[src/rtl/svid_pkg.sv]
package svid_pkg;

    localparam int BYTE_W = 8;
    localparam int VID_W  = 7;
    localparam int CNT_W  = $clog2(BYTE_W + 1);

    typedef enum logic [2:0] {
        ST_IDLE,
        ST_ADDR,
        ST_ADDR_ACK,
        ST_DATA,
        ST_DATA_ACK,
        ST_HOLD
    } rx_state_t;

    typedef enum logic {
        TGT_OUT1,
        TGT_OUT2
    } target_t;

    // fixed address fields around the identity straps
    localparam logic [2:0] ADDR_TOP  = 3'b110;
    localparam logic [1:0] SEL_OUT1  = 2'b10;
    localparam logic [1:0] SEL_OUT2  = 2'b01;

    localparam logic [VID_W-1:0] CODE1_RST = 7'h09;
    localparam logic [VID_W-1:0] CODE2_RST = 7'h10;

    // boot code for output 1 from the VID straps
    function automatic logic [VID_W-1:0] strap_code(input logic [1:0] sel);
        logic [VID_W-1:0] c;
        unique case (sel)
            2'b00: c = 7'h2D;
            2'b01: c = 7'h21;
            2'b10: c = 7'h15;
            default: c = 7'h09;
        endcase
        return c;
    endfunction

endpackage

[src/rtl/svid_sync.sv]
module svid_sync #(
    parameter int WIDTH  = 2,
    parameter int STAGES = 2
) (
    input  logic             clk,
    input  logic             rst_n,
    input  logic [WIDTH-1:0] din,
    output logic [WIDTH-1:0] dout
);

    logic [STAGES-1:0][WIDTH-1:0] stage;

    generate
        if (STAGES == 1) begin : g_single
            always_ff @(posedge clk or negedge rst_n) begin
                if (!rst_n) stage <= '1;
                else        stage <= din;
            end
        end else begin : g_chain
            always_ff @(posedge clk or negedge rst_n) begin
                if (!rst_n) stage <= '1;
                else        stage <= {stage[STAGES-2:0], din};
            end
        end
    endgenerate

    assign dout = stage[STAGES-1];

endmodule

[src/rtl/svid_fsm.sv]
module svid_fsm
    import svid_pkg::*;
(
    input  logic             clk,
    input  logic             rst_n,
    input  logic             scl_s,
    input  logic             sda_s,
    input  logic [1:0]       id_strap,
    output logic             sda_pd,
    output logic             byte_valid,
    output logic [VID_W-1:0] byte_q,
    output target_t          tgt
);

    logic      scl_q, sda_q;
    logic      scl_rise, scl_fall, start_ev, stop_ev;
    rx_state_t state, nxt;
    logic [CNT_W-1:0]  cnt;
    logic [BYTE_W-1:0] shreg;
    logic      byte_done;
    logic      addr_hit;
    target_t   addr_tgt;

    // previous line levels for edge detection
    always_ff @(posedge clk or negedge rst_n) begin
        if (!rst_n) begin
            scl_q <= 1'b1;
            sda_q <= 1'b1;
        end else begin
            scl_q <= scl_s;
            sda_q <= sda_s;
        end
    end

    assign scl_rise  = scl_s & ~scl_q;
    assign scl_fall  = ~scl_s & scl_q;
    assign start_ev  = scl_s & scl_q & sda_q & ~sda_s;
    assign stop_ev   = scl_s & scl_q & ~sda_q & sda_s;
    assign byte_done = scl_fall && (cnt == CNT_W'(BYTE_W));

    // address decode against the strap identity
    always_comb begin
        addr_hit = 1'b0;
        addr_tgt = TGT_OUT1;
        if (shreg[0] == 1'b0 && shreg[7:5] == ADDR_TOP && shreg[4:3] == id_strap) begin
            if (shreg[2:1] == SEL_OUT1) begin
                addr_hit = 1'b1;
                addr_tgt = TGT_OUT1;
            end else if (shreg[2:1] == SEL_OUT2) begin
                addr_hit = 1'b1;
                addr_tgt = TGT_OUT2;
            end
        end
    end

    always_comb begin
        nxt = state;
        if (start_ev) begin
            nxt = ST_ADDR;
        end else if (stop_ev) begin
            nxt = ST_IDLE;
        end else begin
            unique case (state)
                ST_IDLE:     nxt = ST_IDLE;
                ST_HOLD:     nxt = ST_HOLD;
                ST_ADDR:     if (byte_done) nxt = addr_hit ? ST_ADDR_ACK : ST_HOLD;
                ST_ADDR_ACK: if (scl_fall)  nxt = ST_DATA;
                ST_DATA:     if (byte_done) nxt = ST_DATA_ACK;
                ST_DATA_ACK: if (scl_fall)  nxt = ST_HOLD;
                default:     nxt = ST_IDLE;
            endcase
        end
    end

    // state register
    always_ff @(posedge clk or negedge rst_n) begin
        if (!rst_n) state <= ST_IDLE;
        else        state <= nxt;
    end

    // bit counter, shifter and target latch
    always_ff @(posedge clk or negedge rst_n) begin
        if (!rst_n) begin
            cnt   <= '0;
            shreg <= '0;
            tgt   <= TGT_OUT1;
        end else begin
            if (start_ev || (state == ST_ADDR_ACK && scl_fall)) begin
                cnt <= '0;
            end else if (scl_rise && (state == ST_ADDR || state == ST_DATA)
                         && cnt != CNT_W'(BYTE_W)) begin
                shreg <= {shreg[BYTE_W-2:0], sda_s};
                cnt   <= cnt + 1'b1;
            end
            if (state == ST_ADDR && byte_done && addr_hit && !start_ev && !stop_ev)
                tgt <= addr_tgt;
        end
    end

    // registered outputs
    always_ff @(posedge clk or negedge rst_n) begin
        if (!rst_n) sda_pd <= 1'b0;
        else        sda_pd <= (nxt == ST_ADDR_ACK) || (nxt == ST_DATA_ACK);
    end

    assign byte_valid = (state == ST_DATA) && byte_done && !start_ev && !stop_ev;
    assign byte_q     = shreg[VID_W-1:0];

endmodule

[src/rtl/svid_regs.sv]
module svid_regs
    import svid_pkg::*;
(
    input  logic             clk,
    input  logic             rst_n,
    input  logic             enable_i,
    input  logic [1:0]       vid_strap,
    input  logic             byte_valid,
    input  logic [VID_W-1:0] byte_q,
    input  target_t          tgt,
    output logic [VID_W-1:0] code1,
    output logic [VID_W-1:0] code2,
    output logic             vid_off,
    output logic             code_stb
);

    localparam int OFF_BIT = VID_W - 1;

    logic seen;

    always_ff @(posedge clk or negedge rst_n) begin
        if (!rst_n) begin
            code1    <= CODE1_RST;
            code2    <= CODE2_RST;
            vid_off  <= 1'b0;
            code_stb <= 1'b0;
            seen     <= 1'b0;
        end else begin
            code_stb <= byte_valid;
            if (byte_valid) begin
                seen <= 1'b1;
                if (byte_q[OFF_BIT]) begin
                    vid_off <= 1'b1;
                end else begin
                    vid_off <= 1'b0;
                    if (tgt == TGT_OUT1) code1 <= {1'b0, byte_q[OFF_BIT-1:0]};
                    else                 code2 <= {1'b0, byte_q[OFF_BIT-1:0]};
                end
            end else if (!enable_i && !seen) begin
                code1 <= strap_code(vid_strap);
            end
        end
    end

endmodule

[src/rtl/svid_rx.sv]
module svid_rx
    import svid_pkg::*;
(
    input  logic             clk,
    input  logic             rst_n,
    input  logic             scl_i,
    input  logic             sda_i,
    input  logic [1:0]       id_strap_i,
    input  logic [1:0]       vid_strap_i,
    input  logic             enable_i,
    output logic             sda_pd_o,
    output logic [VID_W-1:0] code1_o,
    output logic [VID_W-1:0] code2_o,
    output logic             vid_off_o,
    output logic             code_stb_o
);

    logic [1:0]       bus_s;
    logic             byte_valid;
    logic [VID_W-1:0] byte_q;
    target_t          tgt;

    svid_sync #(.WIDTH(2), .STAGES(2)) u_sync (
        .clk   (clk),
        .rst_n (rst_n),
        .din   ({scl_i, sda_i}),
        .dout  (bus_s)
    );

    svid_fsm u_fsm (
        .clk        (clk),
        .rst_n      (rst_n),
        .scl_s      (bus_s[1]),
        .sda_s      (bus_s[0]),
        .id_strap   (id_strap_i),
        .sda_pd     (sda_pd_o),
        .byte_valid (byte_valid),
        .byte_q     (byte_q),
        .tgt        (tgt)
    );

    svid_regs u_regs (
        .clk        (clk),
        .rst_n      (rst_n),
        .enable_i   (enable_i),
        .vid_strap  (vid_strap_i),
        .byte_valid (byte_valid),
        .byte_q     (byte_q),
        .tgt        (tgt),
        .code1      (code1_o),
        .code2      (code2_o),
        .vid_off    (vid_off_o),
        .code_stb   (code_stb_o)
    );

endmodule

[config.mk]
export PLATFORM = sky130hd
export DESIGN_NAME = svid_rx
export DESIGN_NICKNAME = d
export VERILOG_FILES = /design/src/rtl/svid_pkg.sv /design/src/rtl/svid_sync.sv /design/src/rtl/svid_fsm.sv /design/src/rtl/svid_regs.sv /design/src/rtl/svid_rx.sv
export SDC_FILE = /design/constraint.sdc
export NUM_CORES = 1
export LEC_CHECK = 0
export ABC_AREA = 1
export CORE_ASPECT_RATIO = 1.75
export CORE_UTILIZATION = 35
export CTS_CLUSTER_DIAMETER = 60
export DETAILED_ROUTE_END_ITERATION = 7
export PLACE_DENSITY = 0.66
export SLEW_MARGIN = 15
export SYNTH_ARGS = -nofsm -noshare
export SYNTH_HDL_FRONTEND = slang
export SYNTH_SLANG_ARGS = --single-unit
[constraint.sdc]
create_clock -name clk -period 3.86 [get_ports clk]
set_input_delay 0.579 -clock clk [delete_from_list [all_inputs] [get_ports clk]]
set_output_delay 0.579 -clock clk [all_outputs]
set_load 0.02 [all_outputs]
==> run summary <==
Hold_ws = 357.6 ps
Slew @ Worst Pin = 848.4 ps
Largest net degree at the start of global routing = 39
Most common cell after layout, fill and taps aside = nand2_1
Crit Path Max Fanout = 2
Hold crit path type = reg -> reg
Peak VDD IR = 0.0002673 V
Netlist cell types = 34
Slew HR = 0.4344
DR pass1 iterations = 6
Buf/Inv on CP = 1
Wire per inst = 11.72 µm
Core area = 0.005211 mm²
Cells after Synth = 203
CTS clock-pin slew for the worst setup and hold paths = 80 ps
Clk buf depth = 2
Antenna violations before repair = 0
Clk_skew = 11.27 ps
DR DRC count = 1
H-tree depth = 2
IO Port Bufs = 23
DIE WIDTH = 57.54 µm
Root Driver = clkbuf_8
#FFs+latches synth = 38
Die Ht = 99.20 µm
I/O pin total = 26
Worst skew pair latency = 290 ps
Fmax = 499.2 MHz
Hold Path Origin = u_sync.stage[1]
Max-capacitance violation count = 0
Fin. Hold Viols = 0
Clock period minus worst slack = 2003 ps
Vias = 1,339
RR Startpoint = u_fsm.cnt[0]
Final-report setup violation count = 0
Average vias per placed instance = 4.698
Sum of negative setup slack = 0 ps
Slowest CP cell = clkdlybuf4s50_1
Overall global routing resource usage = 0.1331
WL final = 3341 µm
First-pass GRT wire length = 5782 µm
Crit path capture type = output pin
CP cell instances = clkdlybuf4s50_1
Fin crit share = 0.5190
Total gr overflow = 0
DR iter-0 viols = 40
CTS Buf Count = 5
Die footprint = 0.005708 mm²
Post-cts sizing count = 0
Hold_buf cts = 0
Failing checks = design-rule violations
Max Slew Vio Count = 0
DPL Wire Length = 2553 µm
Synth Warn # = 0
PwrDens = 443.4 mW/mm²
Layout cells sized above 1 = 0.2261
RSZ-0062 raised after global routing = false
CP peak stage delay = 590 ps
Startpoint Class = flip-flop
Critical setup path kind = reg -> out
Critical path startpoint = u_regs.code1[3]
Clock sink count = 38
Rows = 35
Initial Util = 0.3625
Worst path top cell family by delay = buffers and inverters
Nets = 245
Mapped Area = 0.001889 mm²
CTS tree = done
Commonest non-fill, non-tap cells in the layout = nand2_1 (45), dfrtp_1 (29), inv_1 (25), clkdlybuf4s50_1 (22), o21ai_0 (15)
WP data required = 3280 ps
Antenna-violating nets left = 0
Arr. time, crit path = 1420 ps
Vias in the first global route = 1,324
Syn avg cell area = 9.307 µm²
RePlAce Congestion = 0.8275
Number of diodes = 0
Outcome = complete, but fails checks
Post-CTS Setup Inserts = 0
Area Growth Syn to Fin = 17.95%
Sequential element share of the synthesized area = 0.5093
Leak = 1.123 nW
path summary, 6_finish.rpt:
| check | slack, ps | cells past startpoint | end |
|---|---|---|---|
| max in group asynchronous | 2920 | 1 | u_regs.code_stb |
| min in group asynchronous | 400 | 1 | u_fsm.state[1] |
| setup reg to reg | 2060 | 11 | u_regs.code1[2] |
| hold reg to reg | 360 | 0 | u_sync.dout[1] |
| hold / removal | 360 | 0 | u_sync.dout[1] |
| setup / recovery | 1860 | 1 | code1_o[3] |
through the flow:
| stage | cell area (µm²) | power, mW | setup slack, ps | cells | util |
|---|---|---|---|---|---|
| 3_5_place_dp | 2145 | 0.7357 | 1859 | 277 | 0.4115 |
| 6_report | 2228 | 0.9881 | 1857 | 285 | 0.4276 |
| 4_1_cts | 2228 | 1.001 | 1843 | 285 | 0.4276 |
| 3_3_place_gp | 2145 | 0.7290 | 1899 | 277 | 0.4115 |
| 5_1_grt | 2228 | 1.054 | 1818 | 285 | 0.4276 |
| 2_1_floorplan | 1893 | 0.6621 | 2322 | 204 | - |
where the power goes:
part           switching, mW  internal, mW
clock                  0.135         0.128
combinational          0.130        0.0787
sequential            0.0593         0.457
layout make-up:
cell class                      instances  area, µm²
Inverter                               31      117.6
Timing Repair Buffer                   24      232.7
Multi-Input combinational cell        129      763.2
Clock buffer                            7      76.32
Fill cell                             518       2983
Tap cell                               55      68.82
Sequential cell                        38      962.2
Clock inverter                          1      7.507
metal layers:
metal,wire (µm),GRT usage,vias to the layer above
met5,0,0,-
met4,72,0.06191,0
met3,58,0.01951,5
met2,1850,0.2531,16
met1,1360,0.1373,631
li1,-,-,687
state kept, by name (all words and copies together), names as in the netlist, 2 cells and up:
signal,flops
u_sync.dout,2
u_regs.code1,6
u_fsm.shreg,8
u_regs.code2,6
u_fsm.cnt,4
u_fsm.state,3
u_sync.stage,2
logic make-up (layout without fill, tap and decap cells):
family | after synthesis | after routing | synth area share
AND/OR/NAND/NOR | 81 | 81 | 0.2172
buffers and inverters | 37 | 63 | 0.08873
multiplexers | 1 | 1 | 0.005298
adder cells (fa/ha/maj) | 7 | 7 | 0.04636
flip-flops | 38 | 38 | 0.5093
XOR/XNOR | 1 | 1 | 0.004637
other | 1 | 2 | 0.001985
AO/OA/AOI/OAI | 37 | 37 | 0.1265
synth_stat cells (all sizes together):
cell    instances  area [µm²]
a21oi           4       20.02
buf             5       46.28
clkbuf          1       3.750
clkinv          1       5.000
conb            1       3.750
dfrtp          29       725.7
dfstp           9       236.5
ha              7       87.58
inv            30       112.6
mux2i           1       10.01
nand2          55       251.5
nand3           8       50.05
nand4           1       6.260
nor2           12       71.32
nor3            4       25.02
o211ai          1       7.510
o21a            1       7.510
o21ai          28       185.2
o22ai           3       18.77
or2             1       6.260
xnor2           1       8.760
Note: power is estimated with default switching activity, not from simulation.
